===== config.mk =====
export PLATFORM = sky130hd
export DESIGN_NAME = mgmt_serial_ctrl
export DESIGN_NICKNAME = d
export VERILOG_FILES = /design/src/rtl/mgmt_pkg.sv /design/src/rtl/mgmt_mdc_gen.sv /design/src/rtl/mgmt_frame_eng.sv /design/src/rtl/mgmt_serial_ctrl.sv
export SDC_FILE = /design/constraint.sdc
export NUM_CORES = 1
export LEC_CHECK = 0
export BUFFER_PORTS_ARGS = -buffer_cell sky130_fd_sc_hd__clkbuf_2
export CORE_AREA = 2 2 135 150
export CTS_CLUSTER_DIAMETER = 30
export DETAILED_ROUTE_END_ITERATION = 6
export DIE_AREA = 0 0 137 152
export GPL_TIMING_DRIVEN = 1
export PLACE_DENSITY = 0.43
export RECOVER_POWER = 25
export SETUP_SLACK_MARGIN = 0.05
export SYNTH_ARGS = -nofsm -noshare
export SYNTH_HDL_FRONTEND = slang
export SYNTH_HIERARCHICAL = 1
export SYNTH_SLANG_ARGS = --single-unit

===== constraint.sdc =====
create_clock -name clk -period 4.5 [get_ports clk]
set_input_delay 0.45 -clock clk [delete_from_list [all_inputs] [get_ports clk]]
set_output_delay 0.45 -clock clk [all_outputs]
set_load 0.02 [all_outputs]

===== src/rtl/mgmt_pkg.sv =====
package mgmt_pkg;

  localparam int FRAME_BITS = 64;
  localparam int TA_POS     = 46;
  localparam int DATA_POS   = 48;

  typedef struct packed {
    logic        busy;
    logic        rvalid;
    logic        rd;
    logic [4:0]  regad;
    logic [4:0]  phy;
    logic [15:0] data;
  } cmd_word_t;

  // Whole frame, first bit on the wire in bit 63.
  function automatic logic [FRAME_BITS-1:0] frame_word(input logic rd,
      input logic [4:0] phy, input logic [4:0] regad, input logic [15:0] wdata);
    logic [1:0] opc;
    logic [1:0] ta;
    opc = rd ? 2'b10 : 2'b01;
    ta  = rd ? 2'b11 : 2'b10;
    return {32'hFFFF_FFFF, 2'b01, opc, phy, regad, ta, rd ? 16'h0000 : wdata};
  endfunction

  // Whether the controller owns the line at a given frame position.
  function automatic logic drives_bit(input logic rd, input logic [5:0] idx);
    return !rd || (idx < 6'(TA_POS));
  endfunction

endpackage


===== src/rtl/mgmt_mdc_gen.sv =====
module mgmt_mdc_gen #(
  parameter int HALF = 4
) (
  input  logic clk,
  input  logic rst_n,
  input  logic run,
  output logic mdc,
  output logic rise_evt,
  output logic fall_evt
);
  localparam int CW = (HALF > 1) ? $clog2(HALF) : 1;

  logic [CW-1:0] cnt_q;
  logic          mdc_q;
  logic          tick;

  assign tick     = run && (cnt_q == CW'(HALF - 1));
  assign rise_evt = tick && !mdc_q;
  assign fall_evt = tick && mdc_q;
  assign mdc      = mdc_q;

  always_ff @(posedge clk) begin
    if (!rst_n || !run) begin
      cnt_q <= '0;
      mdc_q <= 1'b0;
    end else if (tick) begin
      cnt_q <= '0;
      mdc_q <= !mdc_q;
    end else begin
      cnt_q <= cnt_q + 1'b1;
    end
  end

  // the clock parks low whenever no frame runs
  a_r9_idle_low: assert property (@(posedge clk) disable iff (!rst_n)
    !run |=> !mdc);
  // a rise event leaves the clock high
  a_r9_rise_high: assert property (@(posedge clk) disable iff (!rst_n)
    rise_evt |=> mdc);

endmodule


===== src/rtl/mgmt_frame_eng.sv =====
module mgmt_frame_eng
  import mgmt_pkg::*;
(
  input  logic        clk,
  input  logic        rst_n,
  input  logic        start,
  input  logic        start_rd,
  input  logic [4:0]  start_phy,
  input  logic [4:0]  start_reg,
  input  logic [15:0] start_data,
  input  logic        rise_evt,
  input  logic        fall_evt,
  input  logic        mdio_in,
  output logic        active,
  output logic        done,
  output logic        mdio_out,
  output logic        mdio_oe,
  output logic [15:0] rdata
);
  logic                  active_q;
  logic                  rd_q;
  logic [FRAME_BITS-1:0] frame_q;
  logic [5:0]            bit_q;
  logic [15:0]           rdata_q;
  logic                  last_bit;
  logic                  capture;

  assign last_bit = (bit_q == 6'(FRAME_BITS - 1));
  assign done     = active_q && fall_evt && last_bit;
  assign capture  = active_q && rise_evt && rd_q && (bit_q >= 6'(DATA_POS));
  assign active   = active_q;
  assign mdio_out = frame_q[FRAME_BITS-1];
  assign mdio_oe  = active_q && drives_bit(rd_q, bit_q);
  assign rdata    = rdata_q;

  always_ff @(posedge clk) begin
    if (!rst_n) begin
      active_q <= 1'b0;
      rd_q     <= 1'b0;
      frame_q  <= '0;
      bit_q    <= '0;
      rdata_q  <= '0;
    end else if (start) begin
      active_q <= 1'b1;
      rd_q     <= start_rd;
      frame_q  <= frame_word(start_rd, start_phy, start_reg, start_data);
      bit_q    <= '0;
      rdata_q  <= '0;
    end else begin
      if (active_q && fall_evt) begin
        frame_q <= frame_q << 1;
        if (last_bit) active_q <= 1'b0;
        else          bit_q    <= bit_q + 1'b1;
      end
      if (capture) rdata_q <= {rdata_q[14:0], mdio_in};
    end
  end

  // the line is released whenever read data is being sampled
  a_r6_released_on_capture: assert property (@(posedge clk) disable iff (!rst_n)
    capture |-> !mdio_oe);
  // the output moves only on a falling MDC edge or a frame start
  a_r5_moves_on_fall: assert property (@(posedge clk) disable iff (!rst_n)
    (active_q && !fall_evt && !start) |=> $stable(mdio_out));
  // the frame ends right after its final fall
  a_r10_end_after_last: assert property (@(posedge clk) disable iff (!rst_n)
    done |=> !active_q);

endmodule


===== src/rtl/mgmt_serial_ctrl.sv =====
module mgmt_serial_ctrl
  import mgmt_pkg::*;
#(
  parameter int         MDC_HALF = 4,
  parameter logic [4:0] PHY_RST  = 5'd0
) (
  input  logic        clk,
  input  logic        rst_n,
  input  logic        bus_wr,
  input  logic        bus_sel_cmd,
  input  logic [31:0] bus_wdata,
  output logic [31:0] bus_rdata,
  output logic        mdc,
  input  logic        mdio_in,
  output logic        mdio_out,
  output logic        mdio_oe
);
  cmd_word_t   cmd_q;
  logic [4:0]  phy_q;
  logic        accept;
  logic        eng_active;
  logic        eng_done;
  logic [15:0] eng_rdata;
  logic        rise_evt;
  logic        fall_evt;
  logic        unused_bits;

  assign unused_bits = ^bus_wdata[31:27];
  assign accept      = bus_wr && bus_sel_cmd && !cmd_q.busy;
  assign bus_rdata   = bus_sel_cmd ? {3'b000, cmd_q} : {27'd0, phy_q};

  always_ff @(posedge clk) begin
    if (!rst_n) begin
      cmd_q <= '0;
      phy_q <= PHY_RST;
    end else begin
      if (bus_wr && !bus_sel_cmd) phy_q <= bus_wdata[4:0];
      if (accept) begin
        cmd_q.busy   <= 1'b1;
        cmd_q.rvalid <= 1'b0;
        cmd_q.rd     <= bus_wdata[26];
        cmd_q.regad  <= bus_wdata[25:21];
        cmd_q.phy    <= bus_wdata[20:16];
        cmd_q.data   <= bus_wdata[15:0];
      end else if (eng_done) begin
        cmd_q.busy <= 1'b0;
        if (cmd_q.rd) begin
          cmd_q.data   <= eng_rdata;
          cmd_q.rvalid <= 1'b1;
        end
      end
    end
  end

  mgmt_mdc_gen #(.HALF(MDC_HALF)) u_mdc (
    .clk      (clk),
    .rst_n    (rst_n),
    .run      (eng_active),
    .mdc      (mdc),
    .rise_evt (rise_evt),
    .fall_evt (fall_evt)
  );

  mgmt_frame_eng u_eng (
    .clk        (clk),
    .rst_n      (rst_n),
    .start      (accept),
    .start_rd   (bus_wdata[26]),
    .start_phy  (bus_wdata[20:16]),
    .start_reg  (bus_wdata[25:21]),
    .start_data (bus_wdata[15:0]),
    .rise_evt   (rise_evt),
    .fall_evt   (fall_evt),
    .mdio_in    (mdio_in),
    .active     (eng_active),
    .done       (eng_done),
    .mdio_out   (mdio_out),
    .mdio_oe    (mdio_oe),
    .rdata      (eng_rdata)
  );

  // the busy flag follows the frame engine exactly
  a_r3_busy_tracks_engine: assert property (@(posedge clk) disable iff (!rst_n)
    cmd_q.busy == eng_active);
  // a command write while busy leaves the command fields alone
  a_r4_ignore_when_busy: assert property (@(posedge clk) disable iff (!rst_n)
    (bus_wr && bus_sel_cmd && cmd_q.busy) |=>
      ($stable(cmd_q.phy) && $stable(cmd_q.regad) && $stable(cmd_q.rd)));
  // an accepted command clears read-valid
  a_r8_rvalid_clears: assert property (@(posedge clk) disable iff (!rst_n)
    accept |=> (!cmd_q.rvalid && cmd_q.busy));
  // read-valid rises only at the end of a read frame
  a_r7_rvalid_after_read: assert property (@(posedge clk) disable iff (!rst_n)
    $rose(cmd_q.rvalid) |-> ($past(eng_done) && cmd_q.rd));
  // the line is driven only while a frame runs
  a_r9_oe_only_busy: assert property (@(posedge clk) disable iff (!rst_n)
    mdio_oe |-> cmd_q.busy);

endmodule


* After elaboration in Yosys (flattened, before gate mapping) *
Cells that the tools add are included.

word-level totals
  register bits after elaboration = 124
  bits of input ports = 37
  output and inout bits = 35
  word-level logic and storage cells = 67

cells by class
  add/subtract/negate cells = 2
  order comparisons = 2
  equality and inequality tests = 2
  multiplexer cells = 15
  bitwise operators = 2
  reductions and logical operators = 30

operator list
  kind                                                           count
  64-bit 2-to-1 mux                                              2
  16-bit 2-to-1 mux                                              4
  29-bit 2-to-1 mux                                              1
  1-bit logical AND                                              12
  2-bit AND reduction                                            4
  2-bit nonzero test                                             4
  6-bit by 1-bit adder with 6-bit output, second input constant  1
  6-bit == test, second input constant                           1
  6-bit >= comparator, second input constant                     1
  1-bit zero test                                                6
  6-bit less-than comparator, second input constant              1
  2-bit 2-to-1 mux                                               3
  1-bit 2-to-1 mux                                               5
  2-bit OR reduction                                             2
  2-bit by 1-bit adder with 2-bit output, second input constant  1
  2-bit == test, second input constant                           1
  1-bit logical OR                                               2
  1-bit NOT                                                      2

* Logic depth before layout (Yosys ltp) *
Gate-level depths: netlist of the first run.

  word-level depth = 7
  mapped depth = 10
  gate-level depth less buffers = 7

* Modules after synthesis *
Netlist of the first run, hierarchy kept.

by module, submodules not included
  module            instances  cells an instance  area an instance (um^2)  seq. area each (um^2)
  mgmt_frame_eng    1          407                3,948.8                  1,761.7
  mgmt_serial_ctrl  1          199                1,600.3                  680.7
  mgmt_mdc_gen      1          12                 116.4                    60.1

* Worst setup path after synthesis of the first run *
Ideal clock, no wire load.

  path type = flip-flop to flip-flop
  from = register u_mdc.cnt_q[0]
  to = register cmd_q[13] (netlist name)
  library setup time = 0.119 ns
  arrival time = 1.831 ns
  data required time = 4.381 ns
  setup slack = 2.549 ns
  stages on the path, launching flop included = 11
  buffers on the path = 3
  period minus slack after synthesis = 1.951 ns
  cell sequence = dfxtp_1 ha_1 and3_2 buf_4 and3_1 and3_1 and2_1 buf_2 buf_2 nand2_1 a21oi_1

on the way
  cells in the longest elaborated chain, start to end = 7

RTL lines
  element                               RTL line                source
  from (decl)                           mgmt_mdc_gen.sv:13      logic [CW-1:0] cnt_q;
  from (signal assigned)                mgmt_mdc_gen.sv:30      cnt_q <= cnt_q + 1'b1;
  2-bit == test                         mgmt_mdc_gen.sv:17      assign tick = run && (cnt_q == CW'(HALF - 1));
  1-bit logical AND                     mgmt_mdc_gen.sv:17
  1-bit logical AND                     mgmt_mdc_gen.sv:19      assign fall_evt = tick && mdc_q;
  via fall_evt                          mgmt_serial_ctrl.sv:25  logic fall_evt;
  1-bit logical AND (2 in a row)        mgmt_frame_eng.sv:29    assign done = active_q && fall_evt && last_bit;
  via eng_done                          mgmt_serial_ctrl.sv:22  logic eng_done;
  2-bit nonzero test (no source line)   --
  2-bit AND reduction (no source line)  --
  to (decl)                             mgmt_serial_ctrl.sv:18  cmd_word_t cmd_q;

The timed path passes the listed nets, and every way through them passes these cells.
A chain may end at the register's enable or synchronous reset.

* Worst setup path in the final report of the first run *
  from = input port bus_sel_cmd
  to = register u_eng.frame_q[21]

on the way
  cells in the longest elaborated chain, start to end = 3
  elaborated cells on any way between the ends = 4
  those cells by class = 1 x mux; 3 x reduce/logical

RTL lines
  element                                                         RTL line                source
  from (decl)                                                     mgmt_serial_ctrl.sv:10  input logic bus_sel_cmd,
  1-bit logical AND * (2 in a row)                                mgmt_serial_ctrl.sv:29  assign accept = bus_wr && bus_sel_cmd && !cmd_q.busy;
  64-bit 2-to-1 mux / 2-bit nonzero test (equally long branches)  --
  to (signal assigned)                                            mgmt_frame_eng.sv:46    frame_q <= frame_word(start_rd, start_phy, start_reg, start_data);
  to (signal assigned)                                            mgmt_frame_eng.sv:51    frame_q <= frame_q << 1;
  to (decl)                                                       mgmt_frame_eng.sv:22    logic [FRAME_BITS-1:0] frame_q;

Every way passes the cells marked *; elsewhere a longest branch is shown, timed or not.

==> run metrics, run 1 <==
clk_lat worst skew 0.42 ns; core area 19,500 sq um; Design Power 0.00272 W; final setup violation count 0; RSZ-0062 raised after global routing no; Post-DP HPWL 8.05 mm; Layout Nets 689; Final Worst Setup Slack 1.20 ns; Synth Area in Compound Gates 0.231; fin crit share 0.733; Port Buffer Count 63; post-route ant nets 0; die area 20,800 sq um; wire length per cell 13.6 um; final slew viol count 0; # Max-Cap Violations 0; Max VDD drop 0.256 mV; part of the Yosys area used for sequential elements 0.442; Layout fillers 2,060; Layout Skew 0.0117 ns; Iter 0 DRT Violations 171; Slew HR 0.214; I/O pin count 72; Placed Area 6060 sq um; Worst Path Arrival 3.61 ns; Setup CP Type input pin to flop; synth-to-layout area growth 16.8%; mux contribution to synthesized area 0.110; HP Class input pin to flop; YS warnings 6; dpl cells 883; FP Rows 54; Final TNS setup 0 ns; Syn Std Cell Area 5670 sq um; GRT overflow 0; DRC errors left 0; Worst setup SP type input pin; Period minus WS final ~3.3 ns; Final Wtd Congestion about 0.75; Finished Layout Cells around 920; DR pass1 iterations 4; Synth Area in Simple Gates 0.157; Post-CTS Hold Buffers 0; largest net degree at the start of global routing 80; worst slack at placement about 1.5 ns; Die H 152 um; count of different cell masters after synthesis 42; Vias 4,319; CP max FO 79; post-CTS setup buffers 0; Clock transition at path regs 0.06 ns; Worst EP required 4.81 ns; number of global-route vias before repair 4,061; vias per cell approximately 4.7; Clk Tree Root Cell clkbuf_16; #FFs+latches synth between 100 and 150; TritonCTS clock tree yes; Initial Util 0.291; xor and xnor area share after synthesis 0.00155; TritonCTS Buffers 17; main combinational cell family by area after synthesis compound AO/OA/AOI/OAI gates; initial antenna violation count 0; DIE WIDTH around 140 um; Longest Clk Path Bufs 2; outcome completed; Post-Syn Area per Cell about 9.2 sq um; layout cells sized above 1 0.208; total clock sinks 125; H-tree depth 4; final non-filler cell area 6620 sq um; adder-cell share of the synthesized area 0.00442; total track usage 0.122; CP endpoint kind flop; cell count after synthesis 618; Hold Fails Final Rpt 0; global-route wire length before repair 20.0 mm; ant diodes 0; Max Clock Freq 303 MHz; final wirelength around 12 mm; Post-CTS Resized 0; P_leak 2.67 nW; PwrDens just over 400 nW/um^2; Worst Max-Slew Pin Slew 1.18 ns
-- path summary, 6_finish.rpt --
path	start	to	slack, ns	cells past startpoint
max reg2reg	u_mdc/cnt_q[0]	u_eng/frame_q[27]	1.65	5
min	bus_wdata[11]	u_eng/frame_q[11]	0.28	3
min reg2reg	u_mdc/cnt_q[0]	u_mdc/cnt_q[0]	0.45	1
max	bus_sel_cmd	u_eng/frame_q[21]	1.20	7
-- cell usage in the layout, fill, tap and decap left out, types with 2 or more instances in the layout --
| master | n |
|---|---|
| buf_4 | 6 |
| nor2b_1 | 8 |
| and2_1 | 8 |
| and2_0 | 17 |
| clkbuf_16 | 17 |
| a21boi_0 | 38 |
| mux2i_1 | 7 |
| nor3b_1 | 2 |
| a21oi_1 | 49 |
| clkbuf_2 | 49 |
| a211oi_1 | 5 |
| clkinv_4 | 3 |
| clkinv_2 | 4 |
| conb_1 | 3 |
| a21boi_1 | 6 |
| clkinvlp_4 | 4 |
| clkbuf_1 | 15 |
| o211a_1 | 11 |
| o21bai_1 | 16 |
| a31oi_1 | 4 |
| nand2b_1 | 15 |
| dfxtp_1 | 125 |
| inv_1 | 4 |
| mux2_2 | 48 |
| nor2_1 | 9 |
| bufinv_16 | 2 |
| ha_1 | 2 |
| nand2_1 | 64 |
| o21ai_0 | 26 |
| nand3b_1 | 2 |
| and3_1 | 21 |
| o21a_1 | 35 |
| o21ai_1 | 8 |
| nand3_1 | 18 |
-- cell usage after synthesis, drive strengths merged --
library cell | count | area share
a211oi | 5 | 0.0066
a21boi | 44 | 0.058
a21oi | 49 | 0.043
a31o | 1 | 0.0015
a31oi | 4 | 0.0044
and2 | 25 | 0.028
and3 | 22 | 0.025
and4 | 1 | 0.0015
buf | 29 | 0.032
clkbuf | 29 | 0.019
conb | 1 | 0.00066
dfxtp | 125 | 0.44
ha | 2 | 0.0044
inv | 4 | 0.0026
mux2 | 49 | 0.097
mux2i | 7 | 0.012
nand2 | 65 | 0.044
nand2b | 15 | 0.017
nand3 | 18 | 0.016
nand3b | 2 | 0.0026
nand4 | 2 | 0.0033
nor2 | 9 | 0.0060
nor2b | 8 | 0.0088
nor3 | 1 | 0.00088
nor3b | 2 | 0.0026
nor4 | 1 | 0.0011
o211a | 11 | 0.019
o21a | 35 | 0.046
o21ai | 34 | 0.030
o21bai | 16 | 0.021
or4b | 1 | 0.0018
xnor2 | 1 | 0.0015
-- registers in the layout, indices dropped and copies added, names as in the netlist --
signal and count:
u_eng/frame_q 64, cmd_q 29, phy_q 5, u_eng/bit_q 6, u_eng/rd_q 1, u_eng/active 1, u_mdc/cnt_q 2, u_mdc/mdc 1
u_eng/rdata 16
-- where the power goes --
| part | switching, W | leakage [nW] | internal (W) |
|---|---|---|---|
| Combinational | 0.000119 | 1.38 | 0.0000942 |
| Clock | 0.000511 | 0.272 | 0.000812 |
| Sequential | 0.0000232 | 1.02 | 0.00116 |
-- stage by stage --
stage | hold WS (ns) | utilization
finish | 0.275 | 0.340
global route | 0.283 | 0.340
CTS | 0.258 | 0.341
detailed placement | 0.442 | 0.311
global placement | 0.412 | 0.311
floorplan | 0.404 | -
-- routing by layer --
metal,wire length (um),vias up,track usage
li1,-,2223,-
met3,445,17,0.0364
met4,246,0,0.0560
met5,0,-,0
met2,5960,54,0.200
met1,5800,2025,0.146
-- worst max-delay path, cell delays in order --
cell and delay, ns:
clkbuf_1 0.85, nand3b_1 0.13, buf_4 0.29, inv_1 0.73
buf_4 0.72, nand2b_1 0.20, o211a_1 0.17
-- area by class of cell --
cell class,instances,area [sq um],area share
well taps,252,315,0.0477
clock inverters,14,145,0.0219
inverters,4,15.0,0.00227
multi-input cells,433,2870,0.433
flip-flops and latches,125,2500,0.378
repair buffers,69,343,0.0518
clock buffers,18,429,0.0649
-- cell families (layout without fill, tap and decap cells) --
logic type,count (synthesis),after routing
xor gates and xnor gates,1,1
DFF,125,125
muxes,56,56
adders and majority gates,2,2
buffers and inverters,62,105
other,1,3
and+or+nand+nor,172,172
AOI/OAI and AO/OA,199,199
Note: power is estimated with default switching activity, not from simulation.
==> run 2, diff against run 1 <==
--- a/config.mk
+++ b/config.mk
@@ -5,13 +5,14 @@
 export SDC_FILE = /design/constraint.sdc
 export NUM_CORES = 1
 export LEC_CHECK = 0
+export ABC_AREA = 1
 export BUFFER_PORTS_ARGS = -buffer_cell sky130_fd_sc_hd__clkbuf_2
-export CORE_AREA = 2 2 135 150
+export CORE_AREA = 2 2 130 145
 export CTS_CLUSTER_DIAMETER = 30
 export DETAILED_ROUTE_END_ITERATION = 6
-export DIE_AREA = 0 0 137 152
+export DIE_AREA = 0 0 132 147
 export GPL_TIMING_DRIVEN = 1
-export PLACE_DENSITY = 0.43
+export PLACE_DENSITY = 0.45
 export RECOVER_POWER = 25
 export SETUP_SLACK_MARGIN = 0.05
 export SYNTH_ARGS = -nofsm -noshare
==> constraint.sdc (replaced) <==
create_clock -name clk -period 3 [get_ports clk]
set_input_delay 0.3 -clock clk [delete_from_list [all_inputs] [get_ports clk]]
set_output_delay 0.3 -clock clk [all_outputs]
set_load 0.02 [all_outputs]
==> run 2 against run 1 <==
Against the previous run: power grew 51%; combinational power increased by 50%; largest cell class is now sequential cells; highest routed layer unchanged; critical path type is now flop to flop; area after synthesis is 6.1% lower; first-iteration DRC count up 49%; largest power group unchanged.
==> run metrics, run 2 <==
# Max-Cap Violations 0 (unchanged); hold depth 3 (unchanged); Synth Area in Simple Gates 0.253 (+0.0966); FP Rows 52 (-3.7%); Setup CP Type flop to flop; most common cell in the netlist nor2_1; switching share of power 0.253 (+0.0133); fin crit share 0.755; I/O pin count 72 (unchanged); count of different cell masters after synthesis 28 (-33%); Final TNS setup 0 ns (unchanged); hold path start mdio_in; hold slack 0.124 ns (-0.151 ns); wire length per cell 12.8 um (-5.6%); crit-path cells ha_1 > nand2_2 > nor2_1 > nand2_1 > inv_1 > nand2_1 > nor2_1 > buf_4 > nand2_2 > nand3_1 > a21oi_1; Iter 0 DRT Violations 255 (+49%); Vias 4,651 (+7.7%); Bufs and invs on worst path 2 (-2); FFs w/ async S/R, synth 0 (unchanged); r2r worst-path depth 11 (+6); Worst setup SP type flop; number of global-route vias before repair 4,361 (+7.4%); ant diodes 0 (unchanged); Worst Path Arrival 2.55 ns (-1.06 ns); slowest cell on the critical path dfxtp_1; Largest register FFs 64 (unchanged); TritonCTS clock tree yes; clk_lat worst skew 0.42 ns (about the same); worst flop-to-flop path endpoint cmd_q[12]; total clock sinks 125 (unchanged); adder-cell share of the synthesized area 0.00470 (+0.000288); xor and xnor area share after synthesis 0.00329 (+0.00175); part of the Yosys area used for sequential elements 0.470 (+0.0288); Initial Util 0.295 (+0.00397); core area 18,000 sq um (-7.4%); top cells by count, synth 139 x nor2_1, 137 x nand2_1, 125 x dfxtp_1; Port Buffer Count 63 (unchanged); HP Class input pin to flop; Synth Flop Type dfxtp_1; Die H 147 um (-3.3%); RSZ-0062 raised after global routing no; final slew viol count 0 (unchanged); largest net degree at the start of global routing 44 (-45%); highest-count cells in the layout ignoring fill and taps 141 x nor2_1, 137 x nand2_1, 125 x dfxtp_1, 109 x o21ai_0, 63 x inv_1; main combinational cell family by area after synthesis simple AND/OR/NAND/NOR gates; Longest Clk Path Bufs 2 (unchanged); EDFF count, synth 0 (unchanged); CP endpoint kind flop; post-route ant nets 0 (unchanged); Max Clock Freq 442 MHz; Clk Tree Root Cell clkbuf_16; final setup violation count 0 (unchanged); layout cells sized above 1 0.121 (-0.0875); #FFs+latches synth 125 (unchanged); Synth Area in Compound Gates 0.166 (-0.0649); Reg power frac 0.438 (+0.003); PwrDens 652 nW/um^2 (+59%); Post-DP HPWL 8.68 mm (+7.9%); P_leak 2.94 nW (+9.9%); die area 19,400 sq um (-6.8%); cell count after synthesis 744 (+20%); Post-Syn Area per Cell 7.15 sq um (-22%); reg2reg start u_mdc/cnt_q[0]; commonest non-fill, non-tap cell in the layout nor2_1; DRC errors left 0 (unchanged); P_sw 0.00104 W (+59%); YS warnings 6 (unchanged); CP max stage delay 0.33 ns (-0.52 ns); final wirelength 13.4 mm (+8.0%); largest area contributor in the netlist dfxtp_1; Max VDD drop 0.395 mV (+54%); GRT overflow 0 (unchanged); Post-CTS Resized 0 (unchanged); r2r setup slk 0.74 ns (-0.91 ns); post-CTS setup buffers 0 (unchanged); synth-to-layout area growth 18.3%; DIE WIDTH 132 um (-3.6%); total track usage 0.144 (+0.0221); DR pass1 iterations 4 (unchanged); H-tree depth 4 (unchanged); post-synth top area share 0.470 (+0.0288); Worst EP required 3.29 ns (-1.52 ns); Period minus WS final 2.26 ns; Post-CTS Hold Buffers 0 (unchanged); global-route wire length before repair 22.5 mm (+13%); Layout Skew 0.00901 ns (-0.00270 ns); TritonCTS Buffers 17 (unchanged); Slew HR 0.481 (+0.267); vias per cell 4.44 (-5.9%); Syn Std Cell Area 5320 sq um (-6.1%); Gate power share 0.078 (about the same); Hold Fails Final Rpt 0 (unchanged); Most flops, register u_eng/frame_q; Clock transition at path regs 0.06 ns (about the same); CP top delay family simple AND/OR/NAND/NOR gates; Hold EP u_eng/rdata[0]; outcome completed; Internal 0.00307 W (+48%); mux contribution to synthesized area 0 (-0.110); Clk pwr share 0.484 (-0.002); Layout Nets 830 (+20%); Worst Max-Slew Pin Slew 0.778 ns (-0.401 ns); CP max FO 19 (-76%); initial antenna violation count 0 (unchanged); Final Wtd Congestion 0.715 (-5.3%); top post-synthesis cells by area dfxtp_1 47%, o21ai_0 10%, nor2_1 9.8%
## run 2: cell count changes in the layout (fill, tap and decap cells not counted), sizes merged, moves of 15 or more
cell    previous run  this run
a21boi            44         0
and2              25         0
and3              22         0
inv                5        70
mux2              49         0
nand2             65       140
nand2b            15         0
nand3             18        39
nor2               9       146
o21a              35         0
o21ai             34       109
o21bai            16         0
## run 2: kinds of logic after synthesis
family | Yosys count
AOI/OAI and AO/OA | 169
xor gates and xnor gates | 2
adders and majority gates | 2
buffers and inverters | 115
DFF | 125
other | 1
and+or+nand+nor | 330
## run 2: how the worst max path moves through the flow
stage | startpoint | end | depth (start not counted)
6_report | u_mdc/cnt_q[0] | cmd_q[12] | 11
5_1_grt | u_mdc/cnt_q[0] | cmd_q[15] | 11
4_1_cts | u_mdc/cnt_q[0] | cmd_q[7] | 11
3_5_place_dp | u_mdc/cnt_q[0] | cmd_q[7] | 11
3_3_place_gp | u_mdc/cnt_q[0] | u_eng/frame_q[19] | 9
2_1_floorplan | u_mdc/cnt_q[0] | cmd_q[0] | 13
## run 2: final cells by class
cell class                      instances  area [sq um]
Fill cell                            2019         11700
Timing Repair Buffer                   73           370
Clock buffer                           20           467
Multi-Input combinational cell        506          2280
Tap cell                              243           304
Inverter                               68           255
Clock inverter                         12           113
Sequential cell                       125          2500
## run 2: power by group through the flow
stage | clock network (W) | registers, W | logic [W]
final | 0.00199 | 0.00180 | 0.000320
after global routing | 0.00213 | 0.00181 | 0.000368
after CTS | 0.00205 | 0.00180 | 0.000331
after detailed placement | 0 | 0.00183 | 0.000329
after global placement | 0 | 0.00183 | 0.000329
after floorplan | 0 | 0.00182 | 0.000239
## run 2: per-layer routing
metal / global-route usage / part of all wire / vias up
met5: 0 / 0 / -
met4: 0.0522 / 0.0077 / 0
li1: - / - / 2464
met1: 0.192 / 0.50 / 2117
met2: 0.223 / 0.46 / 65
met3: 0.0411 / 0.038 / 5
## run 2: worst register-to-register path: cells and delay by family (launching register included)
family                   cells  cell delay [ns]
buffers and inverters        2             0.47
AO/OA/AOI/OAI                1             0.08
adder cells (fa/ha/maj)      1             0.23
AND/OR/NAND/NOR              7             1.04
flip-flops                   1             0.33
## run 2: metrics by stage
stage	worst slack, ns	util	total power, W	cell area (sq um)	cells
floorplan	1.08	-	0.00206	5330	746
global placement	0.746	0.319	0.00216	5750	1015
detailed placement	0.769	0.319	0.00216	5750	1015
CTS	0.758	0.351	0.00418	6330	1047
global route	0.457	0.349	0.00431	6290	1047
finish	0.736	0.349	0.00411	6290	1047
==> run 3, diff against run 2 <==
==> constraint.sdc (replaced) <==
create_clock -name clk -period 1.9 [get_ports clk]
set_input_delay 0.19 -clock clk [delete_from_list [all_inputs] [get_ports clk]]
set_output_delay 0.19 -clock clk [all_outputs]
set_load 0.02 [all_outputs]
==> run 3 against run 2 <==
Against the previous run: setup slack worse by 0.62 ns; core utilization is 1.5 points higher; clock power is 69% higher; die area stayed put; sequential power is 58% higher; clock-buffer cell count stayed put; non-clock buffer count is 16 higher; via count is 0.88% higher; register-to-register slack worse by 0.56 ns; largest power group unchanged; highest routed layer unchanged.
==> run metrics, run 3 (synthesis gave the netlist of run 2 again) <==
I/O pin count 72 (unchanged); Port Buffer Count 63 (unchanged); total clock sinks 125 (unchanged); hold path start mdio_in; PwrDens 1020 nW/um^2 (+57%); Iter 0 DRT Violations 237 (-7.1%); GRT overflow 0 (unchanged); slowest cell on the critical path dfxtp_1; wire length per cell 12.8 um (-0.36%); CP max FO 11 (-8); Initial Util 0.295 (unchanged); highest-count cells in the layout ignoring fill and taps 137 x nor2_1, 135 x nand2_1, 125 x dfxtp_1, 109 x o21ai_0, 63 x inv_1; final setup violation count 0 (unchanged); P_sw 0.00164 W (+58%); HP Class input pin to flop; r2r worst-path depth 11 (unchanged); TritonCTS Buffers 17 (unchanged); multi-input logic area 2340 sq um (+2.6%); Longest Clk Path Bufs 2 (unchanged); Die H 147 um (unchanged); FP Rows 52 (unchanged); core area 18,000 sq um (unchanged); Hold Fails Final Rpt 0 (unchanged); global-route wire length before repair 22.7 mm (+1.1%); outcome completed; CP endpoint kind output pin; clk_lat worst skew 0.42 ns (about the same); final slew viol count 0 (unchanged); reg2reg start u_mdc/cnt_q[0]; Setup CP Type flop to output pin; Slew HR 0.419 (-0.0619); Max VDD drop 0.620 mV (+57%); Gate power share 0.078 (about the same); Largest register FFs 64 (unchanged); crit-path cells buf_4 > nand2_1 > inv_1 > clkbuf_2; largest net degree at the start of global routing 81 (+84%); layout cells sized above 1 0.150 (+0.0294); RSZ-0062 raised after global routing yes; Period minus WS final about 1.8 ns; DRC errors left 0 (unchanged); r2r setup slk 0.18 ns (-0.56 ns); Post-DP HPWL 8.58 mm (-1.2%); Clk Tree Root Cell clkbuf_16; Layout fillers 1,972 (-2.3%); Final Wtd Congestion 0.724 (+1.4%); Worst Path Arrival 1.59 ns (-0.96 ns); Worst setup SP type flop; final wirelength 13.6 mm (+1.2%); # Max-Cap Violations 0 (unchanged); post-route ant nets 0 (unchanged); number of global-route vias before repair 4,529 (+3.9%); register area 2500 sq um (unchanged); Most flops, register u_eng/frame_q; switching share of power 0.244 (-0.00929); CP max stage delay 0.62 ns (+0.29 ns); Post-CTS Hold Buffers 0 (unchanged); Layout Skew 0.00904 ns (+0.0000311 ns); Hold EP u_eng/rdata[0]; DIE WIDTH 132 um (unchanged); worst flop-to-flop path endpoint cmd_q[5]; ant diodes 0 (unchanged); Layout Nets 846 (+1.9%); Max Clock Freq 562 MHz; commonest non-fill, non-tap cell in the layout nor2_1; Clk pwr share 0.501 (+0.017); Reg power frac 0.422 (-0.016); die area 19,400 sq um (unchanged); Final Worst Setup Slack 0.121 ns (-0.616 ns); Bufs and invs on worst path 3 (+1); total track usage 0.145 (+0.000471); fin crit share 0.937; DR pass1 iterations 5 (+1); Final TNS setup 0 ns (unchanged); CP top delay family flip-flops; Clock transition at path regs 0.05 ns (about the same); TritonCTS clock tree yes; H-tree depth 4 (unchanged); hold depth 3 (unchanged); worst slack at placement -0.00211 ns (-0.771 ns); Worst Max-Slew Pin Slew 0.872 ns (+0.0940 ns); Vias 4,692 (+0.88%); Internal 0.00508 W (+66%); synth-to-layout area growth 23.5%; vias per cell 4.41 (-0.64%); initial antenna violation count 0 (unchanged); Worst EP required 1.71 ns (-1.58 ns); P_leak 3.07 nW (+4.4%)
==> run 3: per-layer routing <==
layer  part of all wire  vias to the layer above  track usage
li1                   -                     2500            -
met2               0.45                       75        0.235
met5                  0                        -            0
met4              0.010                        0       0.0440
met1               0.50                     2104        0.186
met3              0.036                       13       0.0424
==> run 3: worst max-delay path by stage <==
stage | from | endpoint | slack, ns | depth (start not counted)
global placement | u_mdc/cnt_q[0] | cmd_q[10] | 0.01 | 11
finish | cmd_q[26] | bus_rdata[26] | 0.12 | 4
CTS | u_mdc/cnt_q[0] | cmd_q[5] | 0.09 | 11
floorplan | u_mdc/cnt_q[0] | cmd_q[0] | 0.06 | 13
detailed placement | u_mdc/cnt_q[0] | cmd_q[9] | -0.002 | 11
global route | cmd_q[26] | bus_rdata[26] | 0.007 | 4
==> run 3: per-stage QoR <==
step	instances	hold WS (ns)	power, W	cell area, sq um	utilization
2_1_floorplan	746	0.325	0.00325	5330	-
3_3_place_gp	1027	0.421	0.00342	5880	0.326
3_5_place_dp	1027	0.421	0.00342	5880	0.326
4_1_cts	1059	0.000213	0.00682	6500	0.361
5_1_grt	1063	0.0134	0.00704	6570	0.365
6_report	1063	0.00862	0.00673	6570	0.365
==> run 3: cell type report <==
| cell class | count | share of cell area |
|---|---|---|
| Multi-Input combinational cell | 506 | 0.356 |
| Inverter | 68 | 0.0392 |
| Clock buffer | 20 | 0.0695 |
| Sequential cell | 125 | 0.381 |
| Tap cell | 243 | 0.0463 |
| Clock inverter | 12 | 0.0242 |
| Timing Repair Buffer | 89 | 0.0840 |
==> run 3: power by group through the flow <==
stage / combinational [W] / clock (W) / sequential, W
2_1_floorplan: 0.000377 / 0 / 0.00288
3_3_place_gp: 0.000531 / 0 / 0.00289
3_5_place_dp: 0.000532 / 0 / 0.00289
4_1_cts: 0.000535 / 0.00345 / 0.00284
5_1_grt: 0.000597 / 0.00359 / 0.00285
6_report: 0.000522 / 0.00337 / 0.00284
==> run 3: repair_timing <==
| item | 4_1_cts | 5_1_grt |
|---|---|---|
| gates cloned | 0 | 2 |
| resized for setup | 1 | 13 |
| setup endpoints to repair | 16 | 61 |
| setup buffers | 0 | 2 |
| pin swaps | 0 | 4 |
==> run 3: worst register-to-register path: stages (launching register included) <==
cell     delay (ns)
dfxtp_1        0.33
ha_2           0.19
nand2_2        0.07
nor2_4         0.11
nand2_2        0.08
inv_4          0.06
nand2_2        0.06
nor2_4         0.20
buf_12         0.17
nand2_8        0.10
nand3_1        0.14
a21oi_1        0.09
